**config.mk**
```make
export PLATFORM = sky130hd
export DESIGN_NAME = usbep_dual_bank
export DESIGN_NICKNAME = d
export VERILOG_FILES = /design/src/rtl/usbep_pkg.sv /design/src/rtl/usbep_bank_ctrl.sv /design/src/rtl/usbep_flags.sv /design/src/rtl/usbep_regif.sv /design/src/rtl/usbep_dual_bank.sv
export SDC_FILE = /design/constraint.sdc
export NUM_CORES = 1
export LEC_CHECK = 0
export ABC_CLOCK_PERIOD_IN_PS = 3900
export CAP_MARGIN = 20
export CORE_ASPECT_RATIO = 1.1
export CORE_UTILIZATION = 34
export DETAILED_ROUTE_END_ITERATION = 8
export PLACE_DENSITY_LB_ADDON = 0.25
export SYNTH_ARGS = -nofsm -noshare
export SYNTH_HDL_FRONTEND = slang
export SYNTH_SLANG_ARGS = --single-unit
```
**constraint.sdc**
```tcl
create_clock -name clk -period 3.9 [get_ports clk]
set_input_delay 0.975 -clock clk [delete_from_list [all_inputs] [get_ports clk]]
set_output_delay 0.975 -clock clk [all_outputs]
set_load 0.1 [all_outputs]
```
**src/rtl/usbep_pkg.sv**
```systemverilog
package usbep_pkg;

    localparam int NUM_BANKS   = 2;
    localparam int BANK_IDX_W  = $clog2(NUM_BANKS);
    localparam int CUR_FIELD_W = 2;
    localparam int NUM_FLAGS   = 4;

    localparam int ADDR_W      = 2;
    localparam int REG_W       = 8;

    localparam logic [ADDR_W-1:0] ADDR_FLAGS  = 2'd0;
    localparam logic [ADDR_W-1:0] ADDR_ENABLE = 2'd1;
    localparam logic [ADDR_W-1:0] ADDR_STATUS = 2'd2;

    localparam int HELD_BIT   = 0;
    localparam int FLAG_LSB   = 1;
    localparam int CUR_LSB    = 0;
    localparam int DIR_BIT    = CUR_LSB + CUR_FIELD_W;

    typedef struct packed {
        logic nak_in;
        logic rx_setup;
        logic rx_data;
        logic tx_ready;
    } ep_flags_t;

    typedef struct packed {
        logic [NUM_BANKS-1:0]  fw_own;
        logic [NUM_BANKS-1:0]  loaded;
        logic [BANK_IDX_W-1:0] cur;
        logic [BANK_IDX_W-1:0] hw;
        logic                  held;
    } bank_state_t;

    typedef struct packed {
        ep_flags_t             flags;
        logic [NUM_FLAGS-1:0]  en;
        logic                  dir;
        logic                  irq;
    } flag_state_t;

endpackage

```
**src/rtl/usbep_bank_ctrl.sv**
```systemverilog
module usbep_bank_ctrl
    import usbep_pkg::*;
(
    input  logic                  clk,
    input  logic                  rst_n,
    input  logic                  dir_in,
    input  logic                  rx_stored,
    input  logic                  bank_sent,
    input  logic                  rel_req,
    output logic [BANK_IDX_W-1:0] cur_bank,
    output logic [BANK_IDX_W-1:0] hw_bank,
    output logic                  hw_avail,
    output logic                  held,
    output logic                  rx_accept,
    output logic                  tx_event
);

    bank_state_t st_d, st_q;
    logic        fw_rel;
    logic        tx_done;

    always_comb begin
        st_d      = st_q;
        rx_accept = !dir_in && rx_stored && !st_q.fw_own[st_q.hw];
        tx_done   = dir_in && bank_sent && st_q.loaded[st_q.hw];
        fw_rel    = rel_req && st_q.held;

        // engine side: fill (OUT) or drain (IN) the selected bank
        if (rx_accept) begin
            st_d.fw_own[st_q.hw] = 1'b1;
            st_d.hw              = st_q.hw + 1'b1;
        end
        if (tx_done) begin
            st_d.loaded[st_q.hw] = 1'b0;
            st_d.hw              = st_q.hw + 1'b1;
        end

        // firmware side: give the current bank back and advance
        if (fw_rel) begin
            st_d.fw_own[st_q.cur] = 1'b0;
            st_d.loaded[st_q.cur] = dir_in;
            st_d.cur              = st_q.cur + 1'b1;
        end

        // IN: an empty bank owned by hardware is handed to firmware
        if (dir_in) begin
            for (int b = 0; b < NUM_BANKS; b++) begin
                if (!st_q.fw_own[b] && !st_q.loaded[b]) begin
                    st_d.fw_own[b] = 1'b1;
                end
            end
        end

        st_d.held = st_d.fw_own[st_d.cur];
        tx_event  = dir_in && st_d.held && (!st_q.held || fw_rel);
    end

    always_ff @(posedge clk) begin
        if (!rst_n) begin
            st_q <= '0;
        end else begin
            st_q <= st_d;
        end
    end

    assign cur_bank = st_q.cur;
    assign hw_bank  = st_q.hw;
    assign held     = st_q.held;
    assign hw_avail = dir_in ? st_q.loaded[st_q.hw] : !st_q.fw_own[st_q.hw];

endmodule

```
**src/rtl/usbep_flags.sv**
```systemverilog
module usbep_flags
    import usbep_pkg::*;
(
    input  logic                 clk,
    input  logic                 rst_n,
    input  logic                 rx_accept,
    input  logic                 rx_setup,
    input  logic                 setup_dir,
    input  logic                 tx_event,
    input  logic                 nak_in,
    input  logic                 flag_wr,
    input  logic [NUM_FLAGS-1:0] flag_wdata,
    input  logic                 en_wr,
    input  logic [NUM_FLAGS-1:0] en_wdata,
    output ep_flags_t            flags,
    output logic [NUM_FLAGS-1:0] en,
    output logic                 ctrl_dir,
    output logic                 irq
);

    flag_state_t          fs_d, fs_q;
    logic [NUM_FLAGS-1:0] set_v;
    logic [NUM_FLAGS-1:0] clr_v;

    always_comb begin
        fs_d  = fs_q;
        set_v = {nak_in, rx_accept && rx_setup, rx_accept && !rx_setup, tx_event};
        clr_v = flag_wr ? ~flag_wdata : '0;

        // an event in the same cycle outranks a clear
        fs_d.flags = ep_flags_t'(set_v | (fs_q.flags & ~clr_v));

        if (en_wr) begin
            fs_d.en = en_wdata;
        end
        if (rx_accept && rx_setup) begin
            fs_d.dir = setup_dir;
        end

        fs_d.irq = |(fs_d.flags & fs_d.en);
    end

    always_ff @(posedge clk) begin
        if (!rst_n) begin
            fs_q <= '0;
        end else begin
            fs_q <= fs_d;
        end
    end

    assign flags    = fs_q.flags;
    assign en       = fs_q.en;
    assign ctrl_dir = fs_q.dir;
    assign irq      = fs_q.irq;

endmodule

```
**src/rtl/usbep_regif.sv**
```systemverilog
module usbep_regif
    import usbep_pkg::*;
(
    input  logic                  clk,
    input  logic                  rst_n,
    input  logic [ADDR_W-1:0]     cpu_addr,
    input  logic                  cpu_wr,
    input  logic                  cpu_rd,
    input  logic [REG_W-1:0]      cpu_wdata,
    input  logic                  held,
    input  ep_flags_t             flags,
    input  logic [NUM_FLAGS-1:0]  en,
    input  logic                  ctrl_dir,
    input  logic [BANK_IDX_W-1:0] cur_bank,
    output logic                  flag_wr,
    output logic                  en_wr,
    output logic                  rel_req,
    output logic [NUM_FLAGS-1:0]  flag_wdata,
    output logic [NUM_FLAGS-1:0]  en_wdata,
    output logic [REG_W-1:0]      cpu_rdata
);

    logic [REG_W-1:0] rdata_d, rdata_q;
    logic [REG_W-1:0] rd_mux;

    always_comb begin
        flag_wr    = cpu_wr && (cpu_addr == ADDR_FLAGS);
        en_wr      = cpu_wr && (cpu_addr == ADDR_ENABLE);
        rel_req    = flag_wr && !cpu_wdata[HELD_BIT];
        flag_wdata = cpu_wdata[FLAG_LSB +: NUM_FLAGS];
        en_wdata   = cpu_wdata[FLAG_LSB +: NUM_FLAGS];

        rd_mux = '0;
        case (cpu_addr)
            ADDR_FLAGS: begin
                rd_mux[HELD_BIT]                = held;
                rd_mux[FLAG_LSB +: NUM_FLAGS]   = flags;
            end
            ADDR_ENABLE: begin
                rd_mux[FLAG_LSB +: NUM_FLAGS]   = en;
            end
            ADDR_STATUS: begin
                rd_mux[CUR_LSB +: CUR_FIELD_W]  = CUR_FIELD_W'(cur_bank);
                rd_mux[DIR_BIT]                 = ctrl_dir;
            end
            default: rd_mux = '0;
        endcase

        rdata_d = cpu_rd ? rd_mux : rdata_q;
    end

    always_ff @(posedge clk) begin
        if (!rst_n) begin
            rdata_q <= '0;
        end else begin
            rdata_q <= rdata_d;
        end
    end

    assign cpu_rdata = rdata_q;

endmodule

```
**src/rtl/usbep_dual_bank.sv**
```systemverilog
module usbep_dual_bank
    import usbep_pkg::*;
(
    input  logic              clk,
    input  logic              rst_n,
    input  logic              cfg_dir_in,
    input  logic              usb_rx_stored,
    input  logic              usb_rx_setup,
    input  logic              usb_setup_dir_in,
    input  logic              usb_bank_sent,
    input  logic              usb_nak_in,
    output logic              usb_bank_sel,
    output logic              usb_bank_avail,
    input  logic [ADDR_W-1:0] cpu_addr,
    input  logic              cpu_wr,
    input  logic              cpu_rd,
    input  logic [REG_W-1:0]  cpu_wdata,
    output logic [REG_W-1:0]  cpu_rdata,
    output logic              irq
);

    logic [BANK_IDX_W-1:0] cur_bank_w;
    logic [BANK_IDX_W-1:0] hw_bank_w;
    logic                  held_w;
    logic                  rx_accept_w;
    logic                  tx_event_w;
    logic                  rel_req_w;
    logic                  flag_wr_w;
    logic                  en_wr_w;
    logic [NUM_FLAGS-1:0]  flag_wdata_w;
    logic [NUM_FLAGS-1:0]  en_wdata_w;
    ep_flags_t             flags_w;
    logic [NUM_FLAGS-1:0]  en_w;
    logic                  ctrl_dir_w;

    usbep_bank_ctrl u_bank (
        .clk       (clk),
        .rst_n     (rst_n),
        .dir_in    (cfg_dir_in),
        .rx_stored (usb_rx_stored),
        .bank_sent (usb_bank_sent),
        .rel_req   (rel_req_w),
        .cur_bank  (cur_bank_w),
        .hw_bank   (hw_bank_w),
        .hw_avail  (usb_bank_avail),
        .held      (held_w),
        .rx_accept (rx_accept_w),
        .tx_event  (tx_event_w)
    );

    usbep_flags u_flags (
        .clk        (clk),
        .rst_n      (rst_n),
        .rx_accept  (rx_accept_w),
        .rx_setup   (usb_rx_setup),
        .setup_dir  (usb_setup_dir_in),
        .tx_event   (tx_event_w),
        .nak_in     (usb_nak_in),
        .flag_wr    (flag_wr_w),
        .flag_wdata (flag_wdata_w),
        .en_wr      (en_wr_w),
        .en_wdata   (en_wdata_w),
        .flags      (flags_w),
        .en         (en_w),
        .ctrl_dir   (ctrl_dir_w),
        .irq        (irq)
    );

    usbep_regif u_regif (
        .clk        (clk),
        .rst_n      (rst_n),
        .cpu_addr   (cpu_addr),
        .cpu_wr     (cpu_wr),
        .cpu_rd     (cpu_rd),
        .cpu_wdata  (cpu_wdata),
        .held       (held_w),
        .flags      (flags_w),
        .en         (en_w),
        .ctrl_dir   (ctrl_dir_w),
        .cur_bank   (cur_bank_w),
        .flag_wr    (flag_wr_w),
        .en_wr      (en_wr_w),
        .rel_req    (rel_req_w),
        .flag_wdata (flag_wdata_w),
        .en_wdata   (en_wdata_w),
        .cpu_rdata  (cpu_rdata)
    );

    assign usb_bank_sel = hw_bank_w[0];

endmodule

```
Word-level counts from Yosys, hierarchy flattened
Cells that the tools add are included.
{ "classes": {"addsub": 2, "eq_ne": 2, "bitwise_logic": 10, "mux": 25, "magnitude_cmp": 5, "n_reduce_logical": 29} }
{ "op_table": {"columns": ["operator", "n"], "rows": [
  ["logical AND 1 bit", 16],
  ["2-to-1 mux 1 bit", 13],
  ["logical NOT 1 bit", 9],
  ["AND 4 bit", 2],
  ["2-to-1 mux 4 bit", 2],
  ["inverter 4 bit", 2],
  ["less-than comparator 1 x 2 -> 1 bit (second input constant)", 3],
  ["2-to-1 mux 2 bit", 3],
  ["one-hot mux 2 bit (3 select lines)", 1],
  ["2-to-1 mux 5 bit", 1],
  ["AND 2 bit", 2],
  ["inverter 2 bit", 2],
  ["bitwise OR 4 bit", 1],
  ["one-hot mux 2 bit (2 select lines)", 1],
  ["OR reduction 4 bit", 1],
  ["adder 1 bit (second input constant)", 2],
  ["bitwise mux 2 bit", 1],
  ["demux 1 bit (select 1 bit)", 2],
  ["== test 2 x 1 -> 1 bit (second input constant)", 1],
  ["== test 2 bit (second input constant)", 1],
  ["greater-or-equal comparator 1 bit (second input constant)", 2],
  ["logical NOT 2 bit", 1],
  ["bitwise OR 2 bit", 1],
  ["one-hot mux 1 bit (2 select lines)", 1],
  ["2 further kinds", 2]
]} }
{ "word_totals": {"out_inout_bits": 11, "regBits": 22} }

Longest topological paths before layout
{ "logic_depth": {"word_depth": 18, "mapped_depth": 7, "mapped_depth_nobuf": 5} }

Hierarchy
From an unflattened synthesis, not the netlist that was laid out.
{ "unflattened": {"cells_unflattened": 135, "hier_area_um2": 1229.9} }
{ "modules_own_cells": {"columns": ["mod", "area_each_um2", "instances", "cells_per_inst", "seq_area_each_um2"], "rows": [
  ["usbep_bank_ctrl", 456.7, 1, 55, 140.1],
  ["usbep_flags", 406.6, 1, 39, 200.2],
  ["usbep_regif", 366.6, 1, 41, 100.1]
]} }

Worst setup path before layout
Ideal clock, no wire load.
{ "synth_path": {"kind": "input to output", "start": "in cfg_dir_in", "end": "out usb_bank_avail", "setup_slack_ps": 120, "t_arrival_ps": 2805, "required_ps": 2925, "path_stages": 3, "path_buffers": 1, "path_cell_list": "clkbuf_1 a21oi_1 a21oi_1"} }
{ "synth_between": {"elab_chain_len": 1} }
{ "synth_lines": {"columns": ["item", "line_no", "source"], "rows": [
  ["from (decl)", "usbep_dual_bank.sv:6", "input logic cfg_dir_in,"],
  ["2-to-1 mux 1 bit", "usbep_bank_ctrl.sv:69", "assign hw_avail = dir_in ? st_q.loaded[st_q.hw] : !st_q.fw_own[st_q.hw];"],
  ["to (decl)", "usbep_dual_bank.sv:13", "output logic usb_bank_avail,"]
]} }
No other way between the ends.

Worst setup path after layout
Ends and elaborated chain as after synthesis.

==> impl_summary.md <==
STA
The maximum clock skew at final layout is 4.44 ps. The total count of max-transition violations in the final report is 0. The share of the clock period used by the worst path is 0.854. The setup-violating endpoint count in the final report is 0. The final sum of negative setup slack is 0 ps. The worst-case headroom to the max-slew limit is 0.352.

The measured slew at the worst slew-check pin is 969 ps. The hold violation count in the final report came to 0. Setup repair after global routing left no endpoint under its margin. Based on the critical path, the design can be clocked at up to 300 MHz.

The routed design could run at a clock period as short as 3330 ps.

Setup path
STA puts the critical path data arrival time at 2350 ps. The startpoint kind of the worst setup timing path is a primary input. The required time reported for the critical path endpoint is 2920 ps. The endpoint type of the worst setup path is an output port. The slack of the worst reg-to-reg path is 2230 ps. The path type of the worst setup path is primary input to output port. The highest fanout seen on the critical path is 15.

Route
The first detailed-routing pass took 4 iterations. The via-per-instance ratio is 5.04. The final route contains 918 vias. The post-detailed-route DRC marker count is 0.

The DRC violation total after the first TritonRoute iteration is 11. The final wirelength is 2.28 mm. Once detail routing completed, the nets flagged for antenna violations numbered 0. The routed wirelength normalized by instance count is 12.5 µm.

Floorplan
The region available for standard cell placement spans 0.00307 mm². The overall die height is 61.8 µm. For this configuration, the core starts out at a cell density of 0.360.

31 I/O pins were placed. The die covers 0.00349 mm². The horizontal die dimension is 56.4 µm.

The standard-cell row count is 21.

Global route
The first global-routing pass estimated 3.71 mm of wire. Global routing finished with a remaining overflow of 0. The initial antenna violation count is 0. Across every metal layer, demand over resource in global routing totals 0.138. The maximum number of pins on one net before global-route repair is 16. The via count of the first global-routing pass was 869.

Outcome
The run finished with clean final reports.

Yosys
The synthesized area per cell is 8.71 µm². The mapped netlist covers 0.00111 mm². In this run, synthesis produced a sequential element count of 22.

The sequential-to-total area share from yosys stat is 0.398. The number of standard cells after synthesis is 127. Counting distinct cell types in the post-synthesis netlist gives 36.

The warning count from the yosys run is 0.

Clocking
In this run, CTS created clock tree buffers numbering 3. The CTS clock-pin slew for the worst setup and hold paths is 120 ps. CTS built an H-tree with a depth of 1.

In this run, post-CTS hold repair placed 0 buffers. The clock net in this run drives a total of 22 sinks. The clock latency on the worst-skew pair is 300 ps. The number of setup buffers added after CTS is 0. Once the clock tree was built, the resizer swapped 0 gates to a different size.

Clock tree synthesis selected as its root buffer the cell sky130_fd_sc_hd__clkbuf_4. TritonCTS built the clock tree. The clock passes through at most 2 buffers.

Layout
The post-layout net count is 169. In the final layout, the share of cells above drive strength 1 is 0.0541. Relative to the synthesized area, the layout overhead comes to 25.0%. For this run, the number of standard cells in the final layout without fillers is 182. The most common cell after layout, fill and taps aside is sky130_fd_sc_hd__clkdlybuf4s50_1. In the layout the commonest cells are 23 x sky130_fd_sc_hd__clkdlybuf4s50_1, 22 x sky130_fd_sc_hd__dfxtp_1, 16 x sky130_fd_sc_hd__nor2_1, 11 x sky130_fd_sc_hd__mux2i_1, 8 x sky130_fd_sc_hd__a21oi_1.

The combined area of the multi-input logic cells is 587 µm². The area used by sequential logic in the layout is 440 µm². The repair_antennas step left the layout with diodes totalling 0.

The filler cell count in the final layout is 309.

Flow run
Max-cap violations in this run came to 0.

Power
In this run the static leakage power is 0.558 nW. The peak ir drop on the vdd network is 0.183 mV. The cell area power density is 362 mW/mm².

Place
Once placement completed, the tool counted placed cells totaling 178. The number of input and output port buffers inserted is 24. Summed over all nets, the half-perimeter wirelength after detailed placement is 1.76 mm. The placer's final routability congestion estimate is 0.785.

Min path
The class of the tightest hold or removal check is flip-flop to flip-flop.
==> state kept, by name (all words and copies together) (netlist names) <==
signal / count
u_flags.en: 4
u_flags.ctrl_dir: 1
u_flags.irq: 1
u_bank.hw_bank: 1
u_bank.cur_bank: 1
u_regif.cpu_rdata: 5
u_bank.held: 1
u_flags.flags: 4
u_bank.st_q: 4
==> power breakdown <==
group	switching [mW]	total [mW]	internal [mW]
registers	0.00825	0.244	0.236
clock network	0.0717	0.129	0.0569
logic	0.0804	0.128	0.0477
==> cell type report <==
cell class / count / share of cell area
flip-flops and latches: 22 / 0.319
clock buffers: 4 / 0.0262
repair buffers: 24 / 0.181
well taps: 34 / 0.0308
inverters: 7 / 0.0190
multi-input cells: 91 / 0.424
==> cells by family after synthesis <==
| group | share of synthesized area |
|---|---|
| AOI/OAI and AO/OA | 0.187 |
| DFF | 0.398 |
| muxes | 0.113 |
| buffers and inverters | 0.0781 |
| and+or+nand+nor | 0.221 |
| other | 0.00339 |
==> per-layer routing <==
layer,vias up,global-route usage,wire length [µm]
met5,-,0,0
li1,477,-,-
met2,26,0.255,1090
met4,0,0.0557,10
met3,2,0.0331,119
met1,413,0.158,1050
==> through the flow <==
step                total power [mW]  cell area [µm²]  worst slack, ps  utilization  hold slack (ps)
floorplan                      0.341             1110              120            -              437
global route                   0.524             1380              437        0.450              500
CTS                            0.506             1380              563        0.450              478
detailed placement             0.378             1350              571        0.438              459
finish                         0.501             1380              570        0.450              470
global placement               0.376             1350              579        0.438              451
==> worst paths after layout <==
kind                            startpoint                             to  depth (start not counted)
max                             cfg_dir_in                 usb_bank_avail                          5
min reg2reg  u_flags.ctrl_dir$_SDFFE_PN0P_  u_flags.ctrl_dir$_SDFFE_PN0P_                          2
max reg2reg    u_bank.hw_bank$_SDFFE_PN0P_         u_flags.irq$_SDFF_PN0_                          5
min          u_flags.ctrl_dir$_SDFFE_PN0P_  u_flags.ctrl_dir$_SDFFE_PN0P_                          2
==> cell usage after synthesis <==
master / number / area, µm²
sky130_fd_sc_hd__dfxtp_1: 22 / 440
sky130_fd_sc_hd__nor2_1: 16 / 60.1
sky130_fd_sc_hd__mux2i_1: 11 / 110
sky130_fd_sc_hd__a21oi_1: 8 / 40.0
sky130_fd_sc_hd__and2_1: 7 / 43.8
sky130_fd_sc_hd__inv_1: 7 / 26.3
sky130_fd_sc_hd__nand2_1: 6 / 22.5
sky130_fd_sc_hd__o21ai_0: 5 / 25.0
sky130_fd_sc_hd__clkbuf_1: 4 / 15.0
sky130_fd_sc_hd__buf_4: 3 / 22.5
sky130_fd_sc_hd__nand3_1: 3 / 15.0
sky130_fd_sc_hd__o21a_1: 3 / 22.5
sky130_fd_sc_hd__o22ai_1: 3 / 18.8
sky130_fd_sc_hd__a211oi_1: 2 / 15.0
sky130_fd_sc_hd__and3_1: 2 / 12.5
sky130_fd_sc_hd__buf_6: 2 / 22.5
sky130_fd_sc_hd__nand2b_1: 2 / 12.5
sky130_fd_sc_hd__nand3b_1: 2 / 15.0
sky130_fd_sc_hd__nor2b_1: 2 / 12.5
sky130_fd_sc_hd__a2111o_1: 1 / 11.3
sky130_fd_sc_hd__a21o_1: 1 / 7.51
sky130_fd_sc_hd__a22o_1: 1 / 8.76
sky130_fd_sc_hd__a311o_1: 1 / 10.0
sky130_fd_sc_hd__a31oi_1: 1 / 6.26
sky130_fd_sc_hd__a32oi_1: 1 / 8.76
sky130_fd_sc_hd__conb_1: 1 / 3.75
sky130_fd_sc_hd__mux2_4: 1 / 15.0
sky130_fd_sc_hd__nor3_1: 1 / 5.00
sky130_fd_sc_hd__nor3_2: 1 / 10.0
sky130_fd_sc_hd__nor3_4: 1 / 16.3
sky130_fd_sc_hd__o211a_1: 1 / 10.0
sky130_fd_sc_hd__o21ai_1: 1 / 5.00
sky130_fd_sc_hd__o221ai_1: 1 / 8.76
sky130_fd_sc_hd__o31a_1: 1 / 8.76
sky130_fd_sc_hd__or3b_1: 1 / 8.76
sky130_fd_sc_hd__or4b_1: 1 / 10.0
==> critical path: stages <==
cell and delay (ps):
sky130_fd_sc_hd__clkdlybuf4s50_1 760, sky130_fd_sc_hd__nor2_1 100, sky130_fd_sc_hd__a211oi_1 230, sky130_fd_sc_hd__a21oi_1 100, sky130_fd_sc_hd__buf_12 200
Power figures use the tool's default switching activity.
